===== src/rtl/vcip_pkg.sv =====
package vcip_pkg;
  localparam int FLIT_W = 32;
  localparam int PORT_W = 3;
  localparam int TYPE_LSB = 30;
  localparam int DX_LSB = 27;
  localparam int DY_LSB = 24;
  localparam int RT_LSB = 21;

  localparam logic [1:0] FT_HEAD = 2'b00;
  localparam logic [1:0] FT_BODY = 2'b01;
  localparam logic [1:0] FT_TAIL = 2'b10;
  localparam logic [1:0] FT_SOLO = 2'b11;

  localparam logic [2:0] P_LOCAL = 3'd0;
  localparam logic [2:0] P_NORTH = 3'd1;
  localparam logic [2:0] P_SOUTH = 3'd2;
  localparam logic [2:0] P_EAST  = 3'd3;
  localparam logic [2:0] P_WEST  = 3'd4;

  // Dimension-order decision at a router sitting at (cx, cy).
  function automatic logic [2:0] xy_dir(input logic [2:0] cx, input logic [2:0] cy,
                                        input logic [2:0] dx, input logic [2:0] dy);
    if (dx > cx) return P_EAST;
    if (dx < cx) return P_WEST;
    if (dy > cy) return P_NORTH;
    if (dy < cy) return P_SOUTH;
    return P_LOCAL;
  endfunction

  // Coordinates one hop away through the given port, packed {x, y}.
  function automatic logic [5:0] hop(input logic [2:0] cx, input logic [2:0] cy,
                                     input logic [2:0] port);
    case (port)
      P_EAST:  return {cx + 3'd1, cy};
      P_WEST:  return {cx - 3'd1, cy};
      P_NORTH: return {cx, cy + 3'd1};
      P_SOUTH: return {cx, cy - 3'd1};
      default: return {cx, cy};
    endcase
  endfunction

  function automatic logic is_head(input logic [1:0] t);
    return (t == FT_HEAD) || (t == FT_SOLO);
  endfunction
endpackage


===== src/rtl/vcip_lookahead.sv =====
module vcip_lookahead
  import vcip_pkg::*;
#(
  parameter logic [2:0] MY_X = 3'd2,
  parameter logic [2:0] MY_Y = 3'd2
) (
  input  logic [FLIT_W-1:0] flit_in,
  output logic [PORT_W-1:0] cur_port,
  output logic [FLIT_W-1:0] flit_out
);
  logic [1:0] ftype;
  logic [2:0] dst_x, dst_y;
  logic [5:0] nxt_xy;
  logic [2:0] nxt_port;

  always_comb begin
    ftype    = flit_in[TYPE_LSB +: 2];
    dst_x    = flit_in[DX_LSB +: 3];
    dst_y    = flit_in[DY_LSB +: 3];
    cur_port = flit_in[RT_LSB +: PORT_W];
    nxt_xy   = hop(MY_X, MY_Y, cur_port);
    nxt_port = (cur_port == P_LOCAL) ? P_LOCAL : xy_dir(nxt_xy[5:3], nxt_xy[2:0], dst_x, dst_y);
    flit_out = flit_in;
    if (is_head(ftype)) flit_out[RT_LSB +: PORT_W] = nxt_port;
  end
endmodule


===== src/rtl/vcip_fifo.sv =====
module vcip_fifo #(
  parameter int W     = 35,
  parameter int DEPTH = 8
) (
  input  logic         clk,
  input  logic         rst_n,
  input  logic         wr_en,
  input  logic [W-1:0] wr_data,
  input  logic         rd_en,
  output logic [W-1:0] rd_data,
  output logic         empty,
  output logic         full
);
  localparam int AW = (DEPTH > 1) ? $clog2(DEPTH) : 1;
  localparam int CW = $clog2(DEPTH + 1);
  localparam logic [AW-1:0] LAST = AW'(DEPTH - 1);
  localparam logic [CW-1:0] CMAX = CW'(DEPTH);

  logic [W-1:0]  mem [DEPTH];
  logic [AW-1:0] wp, rp;
  logic [CW-1:0] cnt;

  assign empty   = (cnt == '0);
  assign full    = (cnt == CMAX);
  assign rd_data = mem[rp];

  always_ff @(posedge clk) begin
    if (wr_en) mem[wp] <= wr_data;
  end

  always_ff @(posedge clk) begin
    if (!rst_n) begin
      wp  <= '0;
      rp  <= '0;
      cnt <= '0;
    end else begin
      if (wr_en) wp <= (wp == LAST) ? '0 : wp + 1'b1;
      if (rd_en) rp <= (rp == LAST) ? '0 : rp + 1'b1;
      if (wr_en && !rd_en) cnt <= cnt + 1'b1;
      else if (rd_en && !wr_en) cnt <= cnt - 1'b1;
    end
  end
endmodule


===== src/rtl/vcip_vc_ctrl.sv =====
module vcip_vc_ctrl
  import vcip_pkg::*;
(
  input  logic              clk,
  input  logic              rst_n,
  input  logic              deq,
  input  logic [1:0]        front_type,
  input  logic [PORT_W-1:0] front_port,
  output logic              busy,
  output logic [PORT_W-1:0] port_out
);
  logic [PORT_W-1:0] held_port;

  assign port_out = is_head(front_type) ? front_port : held_port;

  always_ff @(posedge clk) begin
    if (!rst_n) begin
      busy      <= 1'b0;
      held_port <= P_LOCAL;
    end else if (deq) begin
      if (front_type == FT_HEAD) begin
        busy      <= 1'b1;
        held_port <= front_port;
      end else if (front_type == FT_TAIL) begin
        busy <= 1'b0;
      end else if (front_type == FT_SOLO) begin
        held_port <= front_port;
      end
    end
  end
endmodule


===== src/rtl/vc_input_port.sv =====
module vc_input_port
  import vcip_pkg::*;
#(
  parameter int NUM_VC = 2,
  parameter int DEPTH  = 8,
  parameter logic [2:0] MY_X = 3'd2,
  parameter logic [2:0] MY_Y = 3'd2,
  localparam int VCW = (NUM_VC > 1) ? $clog2(NUM_VC) : 1
) (
  input  logic                     clk,
  input  logic                     rst_n,
  input  logic                     in_valid,
  input  logic [VCW-1:0]           in_vc,
  input  logic [FLIT_W-1:0]        in_flit,
  input  logic [NUM_VC-1:0]        sw_grant,
  output logic [NUM_VC-1:0]        vc_valid,
  output logic [NUM_VC-1:0]        vc_full,
  output logic [NUM_VC-1:0]        vc_busy,
  output logic [NUM_VC*FLIT_W-1:0] vc_flit,
  output logic [NUM_VC*PORT_W-1:0] vc_port,
  output logic                     credit_valid,
  output logic [VCW-1:0]           credit_vc
);
  localparam int EW = FLIT_W + PORT_W;

  logic [PORT_W-1:0] la_port;
  logic [FLIT_W-1:0] la_flit;
  logic [NUM_VC-1:0] wr_fire, deq_fire, empty_w;
  logic [VCW-1:0]    deq_idx;

  vcip_lookahead #(.MY_X(MY_X), .MY_Y(MY_Y)) u_la (
    .flit_in(in_flit), .cur_port(la_port), .flit_out(la_flit)
  );

  for (genvar v = 0; v < NUM_VC; v++) begin : g_vc
    logic [EW-1:0] front;

    assign wr_fire[v]  = in_valid && (in_vc == VCW'(v)) && !vc_full[v];
    assign vc_valid[v] = !empty_w[v];
    assign deq_fire[v] = sw_grant[v] && vc_valid[v];

    vcip_fifo #(.W(EW), .DEPTH(DEPTH)) u_fifo (
      .clk(clk), .rst_n(rst_n),
      .wr_en(wr_fire[v]), .wr_data({la_port, la_flit}),
      .rd_en(deq_fire[v]), .rd_data(front),
      .empty(empty_w[v]), .full(vc_full[v])
    );

    assign vc_flit[v*FLIT_W +: FLIT_W] = front[FLIT_W-1:0];

    vcip_vc_ctrl u_ctrl (
      .clk(clk), .rst_n(rst_n), .deq(deq_fire[v]),
      .front_type(front[TYPE_LSB +: 2]),
      .front_port(front[FLIT_W +: PORT_W]),
      .busy(vc_busy[v]),
      .port_out(vc_port[v*PORT_W +: PORT_W])
    );
  end

  always_comb begin
    deq_idx = '0;
    for (int v = NUM_VC - 1; v >= 0; v--) begin
      if (deq_fire[v]) deq_idx = VCW'(v);
    end
  end

  always_ff @(posedge clk) begin
    if (!rst_n) begin
      credit_valid <= 1'b0;
      credit_vc    <= '0;
    end else begin
      credit_valid <= |deq_fire;
      credit_vc    <= deq_idx;
    end
  end
endmodule


===== config.mk =====
export PLATFORM = sky130hd
export DESIGN_NAME = vc_input_port
export DESIGN_NICKNAME = d
export VERILOG_FILES = /design/src/rtl/vcip_pkg.sv /design/src/rtl/vcip_lookahead.sv /design/src/rtl/vcip_fifo.sv /design/src/rtl/vcip_vc_ctrl.sv /design/src/rtl/vc_input_port.sv
export SDC_FILE = /design/constraint.sdc
export NUM_CORES = 1
export LEC_CHECK = 0
export BUFFER_PORTS_ARGS = -buffer_cell sky130_fd_sc_hd__buf_2
export CAP_MARGIN = 30
export CORE_MARGIN = 4
export CORE_UTILIZATION = 57
export CTS_BUF_LIST = sky130_fd_sc_hd__clkbuf_8
export CTS_CLUSTER_DIAMETER = 150
export DETAILED_ROUTE_END_ITERATION = 10
export PLACE_DENSITY = 0.75
export SLEW_MARGIN = 40
export SYNTH_ARGS = -nofsm -noshare
export SYNTH_HDL_FRONTEND = slang
export SYNTH_SLANG_ARGS = --single-unit
export TNS_END_PERCENT = 1

===== constraint.sdc =====
create_clock -name clk -period 12.4 [get_ports clk]
set_input_delay 0.62 -clock clk [delete_from_list [all_inputs] [get_ports clk]]
set_output_delay 0.62 -clock clk [all_outputs]
set_load 0.05 [all_outputs]

==> results.sh <==
export IMPL_path_class="reg2out"
export IMPL_start_util=0.579
export IMPL_worst_slack_ns=7.95
export IMPL_fin_nets=1287
export IMPL_post_cts_buffers=0
export IMPL_coreArea_mm2=0.0409
export IMPL_drt_pass1_iterations=4
export IMPL_grt_max_degree=45
export IMPL_drt_wl_total_mm=43.9
export IMPL_reg2reg_to="g_vc[0].u_ctrl.held_port[1]"
export IMPL_dieArea_mm2=0.0449
export IMPL_setup_viol=0
export IMPL_syn_mean_instance_area_um2=21.2
export IMPL_place_gp_congestion=0.741
export IMPL_finalHoldViolations=0
export IMPL_drc=0
export IMPL_cp_end_kind="output pin"
export IMPL_n_fill_cell=2740
export IMPL_clk_latency_ns=0.63
export IMPL_p_switching_mw=1.48
export IMPL_maxCapViolCount=0
export IMPL_clkTransAtPathRegs_ns=0.06
export IMPL_r2r_slack_ns=9.19
export IMPL_track_usage=0.201
export IMPL_place_hpwl_mm=23.6
export IMPL_p_comb_frac=0.231
export IMPL_crit_fanout=35
export IMPL_antenna_found_initial=1
export IMPL_row_count=74
export IMPL_post_cts_resized=0
export IMPL_ios=116
export IMPL_ff2ff_path_depth=7
export IMPL_synth_nets=1178
export IMPL_clockBufferDepth=3
export IMPL_vias_per_cell=5.90
export IMPL_finClkSkew_ns=0.0182
export IMPL_ir_drop_v=0.0000955
export IMPL_vias=10800
export IMPL_wl_per_cell_um=24.1
export IMPL_yosysSeqAreaShare=0.740
export IMPL_yosys_warnings=0
export IMPL_seq_area_mm2=0.0176
export IMPL_ctsHoldBuffers=0
export IMPL_cts_made_buffers=88
export IMPL_grt_first_pass_wirelength_mm=67.8
export IMPL_synth_compound_area_frac=0.00871
export IMPL_worstSetupStartpointType="register"
export IMPL_crit_required_ns=11.78
export IMPL_total_power_mw=4.90
export IMPL_synthMuxAreaShare=0.173
export IMPL_synth_area_mm2=0.0237
export IMPL_drive_gt1_frac=0.381
export IMPL_dp_cells=1667
export IMPL_p_seq_frac=0.482
export IMPL_status="finished clean"
export IMPL_pre_cts_ws_ns=8.47
export IMPL_grt_pass1_vias=11300
export IMPL_synth_ff_type="edfxtp_1"
export IMPL_max_freq_mhz=225
export IMPL_syn2layout_area_growth_pct=9.66
export IMPL_drt_antenna_violating_nets=0
export IMPL_ys_seq_elements=596
export IMPL_period_share=0.359
export IMPL_synth_cells=1116
export IMPL_min_period_ns=4.45
export IMPL_relSlewSlack=0.464
export IMPL_portBuffers=115
export IMPL_hold_path_class="in2reg"
export IMPL_gr_total_overflow=0
export IMPL_yosysUniqueCellTypes=52
export IMPL_synth_fa_ha_area_frac=0.0133
export IMPL_multiInputGateArea_mm2=0.00539
export IMPL_tightest_slew_ns=0.801
export IMPL_arrival_ns=3.83
export IMPL_fin_setup_tns_ns=0
export IMPL_synth_top_family_by_area="multiplexers"
export IMPL_drt_initial_drc_count=871
export IMPL_clock_sinks=596
export IMPL_cts_tree="yes"
export IMPL_p_sw_frac=0.302
export IMPL_hp_start="in_flit[1]"
export IMPL_synthArstFlopShare=0
export IMPL_die_height_um=212
export IMPL_yosys_area_share_xor_xnor=0.00222
export IMPL_p_int_mw=3.42
export IMPL_hold_path_end="g_vc[1].u_fifo.mem[3][1]"
export IMPL_ctsHtreeMaxLevel=3
export IMPL_post_layout_nonfiller_instances=1827
export IMPL_p_clk_frac=0.287
export IMPL_hold_ws_ns=0.370
export IMPL_root_buffer="clkbuf_8"
export IMPL_antenna_cells=0
export IMPL_synth_edf_count=560
export IMPL_cellLeakagePower_nw=8.44
export IMPL_rsz0062_at_grt="false"
export IMPL_hold_depth=1
export IMPL_slew_violations=0
export IMPL_powerDensity_mw_per_mm2=189
export IMPL_synthSimpleGateAreaFrac=0.0250
export IMPL_dieWidth_um=212
## layout make-up
cell class                 instances  share of cell area
sequential                       596               0.675
tap                              532              0.0256
clock buffer                      92              0.0487
timing repair buffer             137              0.0291
inverter                          12             0.00193
clock inverter                    68              0.0119
multi-input combinational        390               0.207
## critical path: stages (launching register included)
cell and delay, ns:
dfxtp_4 0.79, buf_4 0.70, mux4_2 0.58, mux2i_1 0.23
ha_1 0.30, mux2_2 0.38, buf_2 0.21
## flip-flops by register name, summed over array words and instances (netlist names), named ones only
| register | count |
|---|---|
| g_vc.u_fifo.mem | 560 |
| g_vc.u_fifo.cnt | 8 |
| g_vc.u_ctrl.held_port | 6 |
| g_vc.u_fifo.rp | 6 |
| g_vc.u_fifo.wp | 6 |
| g_vc.u_ctrl.busy | 2 |
| credit_valid | 1 |
| credit_vc | 1 |
## cells in the mapped netlist, drive strengths merged, types with 3 or more instances
master | number | area, um2
inv | 11 | 41.3
mux2 | 72 | 815
xnor2 | 5 | 43.8
a21boi | 3 | 22.5
and2 | 7 | 46.3
a21oi | 8 | 40.0
buf | 105 | 781
nor2b | 12 | 75.1
nor3b | 10 | 95.1
clkbuf | 13 | 51.3
ha | 22 | 275
mux2i | 14 | 140
nand2 | 16 | 60.1
o21ai | 4 | 20.0
nand2b | 9 | 56.3
mux4 | 140 | 3160
nor3 | 15 | 85.1
dfxtp | 36 | 721
edfxtp | 560 | 16800
nor2 | 28 | 105
## placed cells by master (no fill, tap or decap), drive strengths merged, types with 2 or more instances in the layout
master    instances
edfxtp          560
xnor2             5
and2              7
o21ai             4
nor3b            10
a21boi            3
a31oi             2
a22o              2
nand2b            9
mux2i            14
ha               22
mux4            140
nor3             15
fa                2
clkinv           39
or4               2
clkinvlp          3
mux2             72
nand2            16
dfxtp            36
inv              37
clkbuf           92
buf             137
nor2             28
a21oi             8
nor2b            12
nand3             2
a211oi            2
## power by group through the flow
stage,Combinational [mW],Sequential [mW],Clock (mW)
2_1_floorplan,1.07,2.35,0
3_3_place_gp,1.12,2.41,0
3_5_place_dp,1.14,2.41,0
4_1_cts,1.15,2.37,1.45
5_1_grt,1.21,2.38,1.55
6_report,1.13,2.36,1.41
## logic make-up after synthesis
| group | Yosys count |
|---|---|
| xor gates and xnor gates | 6 |
| muxes | 226 |
| AOI/OAI and AO/OA | 28 |
| DFF | 596 |
| adders and majority gates | 24 |
| and+or+nand+nor | 106 |
| buffers and inverters | 130 |
## metrics by stage
step                 util  area (um2)
floorplan               -       23700
global placement    0.596       24400
detailed placement  0.596       24400
CTS                 0.635       26000
global route        0.635       26000
finish              0.635       26000
## how the worst max path moves through the flow
stage	end	from
CTS	vc_port[0]	register
global placement	vc_port[4]	register
finish	vc_port[0]	register
global route	vc_port[0]	register
detailed placement	vc_port[0]	register
floorplan	g_vc[1].u_fifo.mem[0][0]	in_vc
## routing by layer
| layer | vias up | track usage | share of wire |
|---|---|---|---|
| met4 | 0 | 0.0591 | 0.017 |
| li1 | 4697 | - | - |
| met1 | 5667 | 0.284 | 0.42 |
| met2 | 368 | 0.330 | 0.51 |
| met3 | 51 | 0.0345 | 0.060 |
| met5 | - | 0 | 0 |
(Power assumes the default switching activity.)
